**src/rtl/uart_stat_irq.sv**
```systemverilog
module uart_stat_irq #(
  parameter int SYNC_STAGES = 2
) (
  input  logic       clk,
  input  logic       rst_n,
  input  logic       rx_load,
  input  logic       rx_par_bad,
  input  logic       rx_stop_bad,
  input  logic       tx_hold_xfer,
  input  logic       tx_shift_done,
  input  logic       ext_stat_n,
  input  logic       periph_stat,
  input  logic       cts,
  input  logic       ctl_ie,
  input  logic       ctl_tr,
  input  logic       rd_data,
  input  logic       rd_status,
  input  logic       wr_char,
  output logic [7:0] status,
  output logic       irq_n,
  output logic       rdy_n,
  output logic       err_op,
  output logic       err_frm
);
  localparam int TOP = SYNC_STAGES - 1;

  logic [SYNC_STAGES-1:0] es_sh, psi_sh, cts_sh;
  logic psi_prev, cts_prev;
  logic rdy, ovr, par, frm, psi, tsre, thre;
  logic thre_q, idle_q;
  logic pend_thre, pend_idle, pend_cts;

  generate
    if (SYNC_STAGES > 1) begin : g_multi
      always_ff @(posedge clk or negedge rst_n)
        if (!rst_n) begin
          es_sh  <= '1;
          psi_sh <= '1;
          cts_sh <= '0;
        end else begin
          es_sh  <= {es_sh[TOP-1:0], ext_stat_n};
          psi_sh <= {psi_sh[TOP-1:0], periph_stat};
          cts_sh <= {cts_sh[TOP-1:0], cts};
        end
    end else begin : g_single
      always_ff @(posedge clk or negedge rst_n)
        if (!rst_n) begin
          es_sh  <= '1;
          psi_sh <= '1;
          cts_sh <= '0;
        end else begin
          es_sh  <= ext_stat_n;
          psi_sh <= periph_stat;
          cts_sh <= cts;
        end
    end
  endgenerate

  wire psi_fall = psi_prev & ~psi_sh[TOP];
  wire cts_rise = ~cts_prev & cts_sh[TOP];
  wire idle     = thre & tsre;

  always_ff @(posedge clk or negedge rst_n)
    if (!rst_n) begin
      psi_prev <= 1'b1;
      cts_prev <= 1'b0;
      rdy <= 1'b0; ovr <= 1'b0; par <= 1'b0; frm <= 1'b0;
      psi <= 1'b0;
      tsre <= 1'b1; thre <= 1'b1;
      thre_q <= 1'b1; idle_q <= 1'b1;
      pend_thre <= 1'b0; pend_idle <= 1'b0; pend_cts <= 1'b0;
    end else begin
      psi_prev <= psi_sh[TOP];
      cts_prev <= cts_sh[TOP];
      if (rx_load) begin
        rdy <= 1'b1;
        ovr <= rdy & ~rd_data;
        par <= rx_par_bad;
        frm <= rx_stop_bad;
      end else if (rd_data) begin
        rdy <= 1'b0;
      end
      if (psi_fall)       psi <= 1'b1;
      else if (rd_status) psi <= 1'b0;
      if (wr_char)           thre <= 1'b0;
      else if (tx_hold_xfer) thre <= 1'b1;
      if (tx_hold_xfer)       tsre <= 1'b0;
      else if (tx_shift_done) tsre <= 1'b1;
      thre_q <= thre;
      idle_q <= idle;
      if (thre & ~thre_q)             pend_thre <= 1'b1;
      else if (rd_status | wr_char)   pend_thre <= 1'b0;
      if (idle & ~idle_q)             pend_idle <= 1'b1;
      else if (rd_status | wr_char)   pend_idle <= 1'b0;
      if (cts_rise & idle)            pend_cts <= 1'b1;
      else if (rd_status)             pend_cts <= 1'b0;
    end

  assign status  = {thre, tsre, psi, ~es_sh[TOP], frm, par, ovr, rdy};
  assign irq_n   = ~(ctl_ie & (rdy | (ctl_tr & pend_thre) | pend_idle | psi | pend_cts));
  assign rdy_n   = ~rdy;
  assign err_op  = ovr | par;
  assign err_frm = frm;
endmodule

```
**config.mk**
```make
export PLATFORM = sky130hd
export DESIGN_NAME = uart_stat_irq
export DESIGN_NICKNAME = d
export VERILOG_FILES = /design/src/rtl/uart_stat_irq.sv
export SDC_FILE = /design/constraint.sdc
export NUM_CORES = 1
export LEC_CHECK = 0
export BUFFER_PORTS_ARGS = -buffer_cell sky130_fd_sc_hd__buf_2
export CORE_ASPECT_RATIO = 0.9
export CORE_UTILIZATION = 49
export DETAILED_ROUTE_END_ITERATION = 16
export PLACE_DENSITY = 0.79
export REMOVE_ABC_BUFFERS = 1
export SKIP_LAST_GASP = 1
export SLEW_MARGIN = 20
export SYNTH_ARGS = -nofsm -noshare
export SYNTH_HDL_FRONTEND = slang
export SYNTH_SLANG_ARGS = --single-unit
```
**constraint.sdc**
```tcl
create_clock -name clk -period 3.1 [get_ports clk]
set_input_delay 0.465 -clock clk [delete_from_list [all_inputs] [get_ports clk]]
set_output_delay 0.465 -clock clk [all_outputs]
set_load 0.02 [all_outputs]
```
Yosys cells after proc, flatten, opt, wreduce, memory -nomap -nowiden. Index checks and enable logic that the tools add are counted. W data, S select, Z words.

Flip-flop bits (word level): 20. Input bits: 15. Word-level logic and storage cells: 59.

Multiplexer cells: 12. Bitwise operators: 23. Reduce and logical (&&, ||, !) cells: 7.

Operators with widths (number): $reduce_bool A2 Y1 (7); $mux W1 (12); $and A1 B1 Y1 (9); $not A1 Y1 (8); $or A1 B1 Y1 (6).

Logic depth before layout (Yosys ltp). Gate-level depths: netlist (run 1).

Word-level depth: 7. Depth in mapped cells: 2.

Least setup slack after synthesis (run 1). Ideal clock, no wire load.

Kind: register to output. Start: register rdy. End: output irq_n. Arrival time: 1.249 ns. Slack: 1.386 ns. Stages on the path, launching flop included: 3. Buffers on the path: 0. Cells stage by stage: dfrtp_1 -> or4_1 -> o21ai_1.

Longest elaborated chain between the ends: 6.

RTL lines: start: declaration (RTL line 29) `logic rdy, ovr, par, frm, psi, tsre, thre;`; start signal: assignment (RTL line 67) `rdy <= 1'b0; ovr <= 1'b0; par <= 1'b0; frm <= 1'b0;`; start signal: assignment (RTL line 76) `rdy <= 1'b1;`; start signal: assignment (RTL line 81) `rdy <= 1'b0;`; $or A1 B1 Y1 (4 in a row) (RTL line 100) `assign irq_n = ~(ctl_ie & (rdy | (ctl_tr & pend_thre) | pend_idle | psi | pend_cts));`; $and A1 B1 Y1 (RTL line 100); $not A1 Y1 (RTL line 100); end: declaration (RTL line 20) `output logic irq_n,`.

No other way between the ends.

Final worst setup path (run 1). Same ends and word-level chain as after synthesis.

==> results of run 1 <==
==> cells in the mapped netlist, drive strengths merged (2+ instances only) <==
library cell	n
dfrtp	11
dfstp	9
inv	9
buf	7
nor2	5
mux2	2
==> area by class of cell <==
class / instances / area (µm²)
Sequential cell: 20 / 511.7
Fill cell: 101 / 450.4
Tap cell: 14 / 17.52
Timing Repair Buffer: 26 / 130.1
Multi-Input combinational cell: 19 / 126.4
Inverter: 9 / 33.78
Clock buffer: 4 / 36.28
==> report_power, final <==
group,switching [mW],internal [mW],leakage [nW]
combinational,0.0367,0.0258,0.195
clock,0.0712,0.0716,0.0210
sequential,0.00937,0.283,0.228
total,0.117,0.380,0.445
==> worst reg2reg max path, stage by stage (launching register included) <==
cell and delay, ns:
dfstp_2 0.58, nand2_1 0.10, o32ai_1 0.23
==> cell families after synthesis <==
logic type             count (synthesis)
flip-flops                            20
multiplexers                           2
AO/OA/AOI/OAI                          7
AND/OR/NAND/NOR                       10
buffers and inverters                 16
==> final timing paths <==
check	start	endpoint	slack, ns	cells past startpoint
min reg2reg	psi_sh[0]	psi_sh[1]	0.36	0
max	rdy	irq_n	1.09	3
min	rst_n	ovr	0.09	1
max in group asynchronous	rst_n	es_sh[1]	2.68	1
min in group clk	ext_stat_n	es_sh[0]	0.26	1
max reg2reg	thre	pend_cts	2.09	2
==> layout by cell type (no fill, tap or decap) <==
cell	instances
and2_1	1
nor2b_1	1
a22o_1	1
o21ai_1	1
a21o_2	1
or4_1	1
o32ai_1	1
buf_2	26
a31o_2	1
dfrtp_1	11
nand2_1	1
o2bb2ai_1	1
or2_2	1
clkbuf_8	1
inv_1	9
o22ai_1	1
mux2_2	2
clkbuf_4	3
nor2_1	5
dfstp_2	9
==> layer usage <==
layer	share of wire [%]	vias up	global-route usage, %	routed length, µm
li1	-	214	-	-
met4	1.1	0	7.031	12
met1	43	205	17.55	464
met5	0	-	0	0
met2	50	14	28.08	540
met3	6.3	2	8.491	68
==> metrics.txt, run 1 <==
min setup slack post-route=1.091 ns; DRC=0; Worst path max stage delay=~0.52 ns; Port Buffer Count=26; post-layout util=65.52%; die width=42.53 µm; CP arrival=approximately 1.5 ns; Routed WL=1.086 mm; crit path time final=roughly 2.0 ns; hpwl dp=approximately 780 µm; outcome=complete, no violations; setup TNS=0 ns; Mapped Avg Cell Area=13.17 µm²; routability cong.=0.6820; synthesized-area fraction occupied by adder cells=0%; nets=94; WL/cell=11.80 µm; Largest regs=cts_sh: 2 flops, es_sh: 2 flops, psi_sh: 2 flops; number of flops mapped to enable cells by yosys=0; Post-synth ARST share=100.0%; yosys warns=0; Leakage=~0.44 nW; core area=~1300 µm²; Synth Area in Compound Gates=between 7 and 8%; die height=38.48 µm; synthesized cell area=between 700 and 800 µm²; Setup Buffers After CTS=0; Yosys top cell by area=dfrtp_1; RSZ-0062 raised after global routing=no; cts bufs inserted=3; CTS Buffer Depth=2; ant diodes=0; vias in the first global route=~410; vias per inst=4.728; Power Dens Cells=581.3 nW/µm²; # setup viols final=0; fin cells=92; Initial Util=55.46%; Hold WS=around 0.091 ns; Critical Path End Type=output port; placed cell area=819.5 µm²; Place WS=1.419 ns; drt first pass iters=4; ranking of synthesized cells by area=dfrtp_1, dfstp_2, buf_4; Yosys top cell area share=38.00%; Synth Flop Type=dfrtp_1; Cell variety after synth=18; Final period util=64.80%; fin area=855.8 µm²; Hold WC Path Type=input port to async pin; Root Buffer=clkbuf_4; Peak supply drop=~450 µV; GR Overflow Total=0; Simple-Gate Fraction of Synth Area=6.736%; Area Overhead vs Synth=18.13%; total power draw=0.4975 mW; Slew @ Worst Pin=roughly 0.42 ns; multiplexer share of the synthesized area=3.109%; worst setup path class=register to output port; slowest CP cell=or4_1; CP startpoint kind=register; max-cap violations=0; Final Max Slew Viols=0; Mapped Cells=55; worst-case clock skew=about 0.0044 ns; worst path cell trace=or4_1, o21ai_1, buf_2; CTS hold repair buffers=0; Crit path max-delay family=simple AND/OR/NAND/NOR gates; via count=about 440; H-tree Lvls=1; slew margin rel.=between 70% and 80%; I/O pin count=27; CP max FO=5; layout cells sized above 1=56.41%; WP buf/inv=1; largest family of logic cells by synthesized area=buffers and inverters; Worst-path clk slew=~0.10 ns; remaining antenna violation count=0; post-synthesis xor/xnor area fraction=0%; row count=12; #FFs+latches synth=20; CTS tree=built; final number of hold-violating endpoints=0; sequential area share after synthesis=70.64%; initial antenna violation count=0; largest net degree at the start of global routing=21; first-pass GRT wire length=1.787 mm; DRT iter0 DRCs=8; Clock Sinks=20; CP required=2.63 ns; Clock Latency Late Sink=slightly below 0.3 ns; Achievable Freq=roughly 500 MHz; DIE AREA=1636 µm²; GRT Overall Usage=16.53%; post-cts sizing count=0; Placed Instances=88
Power figures use the tool's default switching activity.
==> run 2, diff against run 1 <==
- CORE_UTILIZATION: 49 -> 45
- PLACE_DENSITY: 0.79 -> 0.73
- clock period: 3.1 -> 2.1 ns (I/O delays scaled with it)
==> run 2 against run 1 <==
Net effect: via count increased by 0.92%; clock-buffer cell count unchanged; global-route usage shrank 2.9 points; register-to-register slack lost 0.98 ns; largest cell class unchanged; power is 49% higher; final area rose by 2.3%; hold slack improved by 0.013 ns; routed wire length is 2.9% lower; non-clock buffer count increased by 1; flip-flop and latch count is the same; combinational power is 49% higher.
==> metrics.txt, run 2 (synthesis results as in run 1) <==
fin area=875.8 µm² (was 855.8 µm²); core area=1480 µm² (was 1306 µm²); hpwl dp=754.7 µm (was 776.3 µm); Root Buffer=clkbuf_4 (unchanged); Initial Util=48.94% (was 55.46%); Area Overhead vs Synth=20.90% (was 18.13%); placed cell area=829.5 µm² (was 819.5 µm²); vias in the first global route=385 (was 414); initial antenna violation count=0 (unchanged); first-pass GRT wire length=1.607 mm (was 1.787 mm); GRT Overall Usage=13.60% (was 16.53%); vias per inst=4.347 (was 4.728); drt first pass iters=3 (was 4); Peak supply drop=476.4 µV (was 449.7 µV); most frequent cells in the layout=buf_2, dfrtp_1, inv_1, dfstp_2, nor2_1 (unchanged); filler instances=129 (was 101); Largest regs=cts_sh: 2 flops, es_sh: 2 flops, psi_sh: 2 flops (unchanged); Power Dens Cells=847.7 nW/µm² (was 581.3 nW/µm²); routability cong.=0.7242 (was 0.6820); Routed WL=1.054 mm (was 1.086 mm); max-cap violations=0 (unchanged); Clock Latency Late Sink=0.29 ns (about the same); CTS Buffer Depth=2 (unchanged); post-layout util=59.17% (was 65.52%); die height=40.07 µm (was 38.48 µm); final number of hold-violating endpoints=0 (unchanged); total power draw=0.7425 mW (was 0.4975 mW); WL/cell=10.44 µm (was 11.80 µm); Hold WS=0.1038 ns (was 0.09076 ns); Critical Path End Type=output port (unchanged); Worst-path clk slew=0.11 ns (was 0.10 ns); remaining antenna violation count=0 (unchanged); Clock Sinks=20 (unchanged); via count=439 (was 435); DRC=0 (unchanged); cts bufs inserted=3 (unchanged); post-cts sizing count=0 (unchanged); die width=44.30 µm (was 42.53 µm); GR Overflow Total=0 (unchanged); Hold WC Path Type=input port to register (was input port to async pin); DIE AREA=1775 µm² (was 1636 µm²); DRT iter0 DRCs=2 (was 8); CP required=1.78 ns (was 2.63 ns); I/O pin count=27 (unchanged); ant diodes=0 (unchanged); nets=95 (was 94); Leakage=0.4490 nW (was 0.4448 nW); CTS tree=built (unchanged); setup TNS=0 ns (unchanged); layout cells sized above 1=55.70% (was 56.41%); worst-case clock skew=0.002307 ns (was 0.004400 ns); Slew @ Worst Pin=0.4260 ns (was 0.4226 ns); CP arrival=1.56 ns (was 1.54 ns); crit path time final=1.875 ns; worst setup path class=register to output port (unchanged); largest net degree at the start of global routing=21 (unchanged); Achievable Freq=533.3 MHz; H-tree Lvls=1 (unchanged); outcome=complete, no violations (unchanged); Final Max Slew Viols=0 (unchanged); CP startpoint kind=register (unchanged); RSZ-0062 raised after global routing=no (unchanged); commonest non-fill, non-tap cell in the layout=buf_2 (unchanged); # setup viols final=0 (unchanged); Port Buffer Count=26 (unchanged); CP max FO=5 (unchanged); slew margin rel.=71.60% (was 71.83%); Final period util=89.30%; row count=13 (was 12)
run 2: cell count changes in the layout (fill, tap and decap cells not counted), sizes merged:
cell / delta
dlygate4sd3: +1
run 2: area by class of cell:
cell class	count	area, µm²	share of cell area [%]
sequential	20	511.7	58.43
multi-input combinational	19	126.4	14.43
inverter	9	33.78	3.857
tap	22	27.53	3.143
timing repair buffer	27	140.1	16.00
clock buffer	4	36.28	4.143
run 2: power by group:
group / total [mW] / internal [mW] / switching (mW)
sequential: 0.431 / 0.418 / 0.0138
clock: 0.218 / 0.106 / 0.113
combinational: 0.0929 / 0.0393 / 0.0536
total: 0.742 / 0.562 / 0.180
run 2: final timing paths:
path / from / cells after the start / endpoint / slack (ns)
min in group asynchronous: rst_n / 2 / psi / 0.49
max in group asynchronous: rst_n / 2 / thre_q / 1.28
setup / recovery: rdy / 3 / irq_n / 0.22
hold / removal: periph_stat / 1 / psi_sh[0] / 0.10
setup reg to reg: thre / 2 / pend_cts / 1.11
hold reg to reg: cts_sh[0] / 0 / cts_sh[1] / 0.36
run 2: worst max-delay path: stages, from the launching register on:
cell and delay [ns]:
dfrtp_1 0.43, or4_1 0.54, o21ai_1 0.13, buf_2 0.17
run 2: layer usage:
layer / share of wire, % / routed length, µm / global-route usage (%)
met1: 50 / 525 / 16.57
met2: 45 / 474 / 21.32
met3: 5.1 / 54 / 2.703
met4: 0 / 0 / 11.36
met5: 0 / 0 / 0
run 2: metrics by stage:
step	cells	worst slack, ns
floorplan	48	0.4416
global placement	96	0.5838
detailed placement	96	0.5619
CTS	101	0.2145
global route	101	0.1534
finish	101	0.2248
run 2: what timing repair did:
item / in CTS / in global routing
buffers inserted: 0 / 0
hold endpoints to repair: 11 / 0
hold buffers: 1 / 0
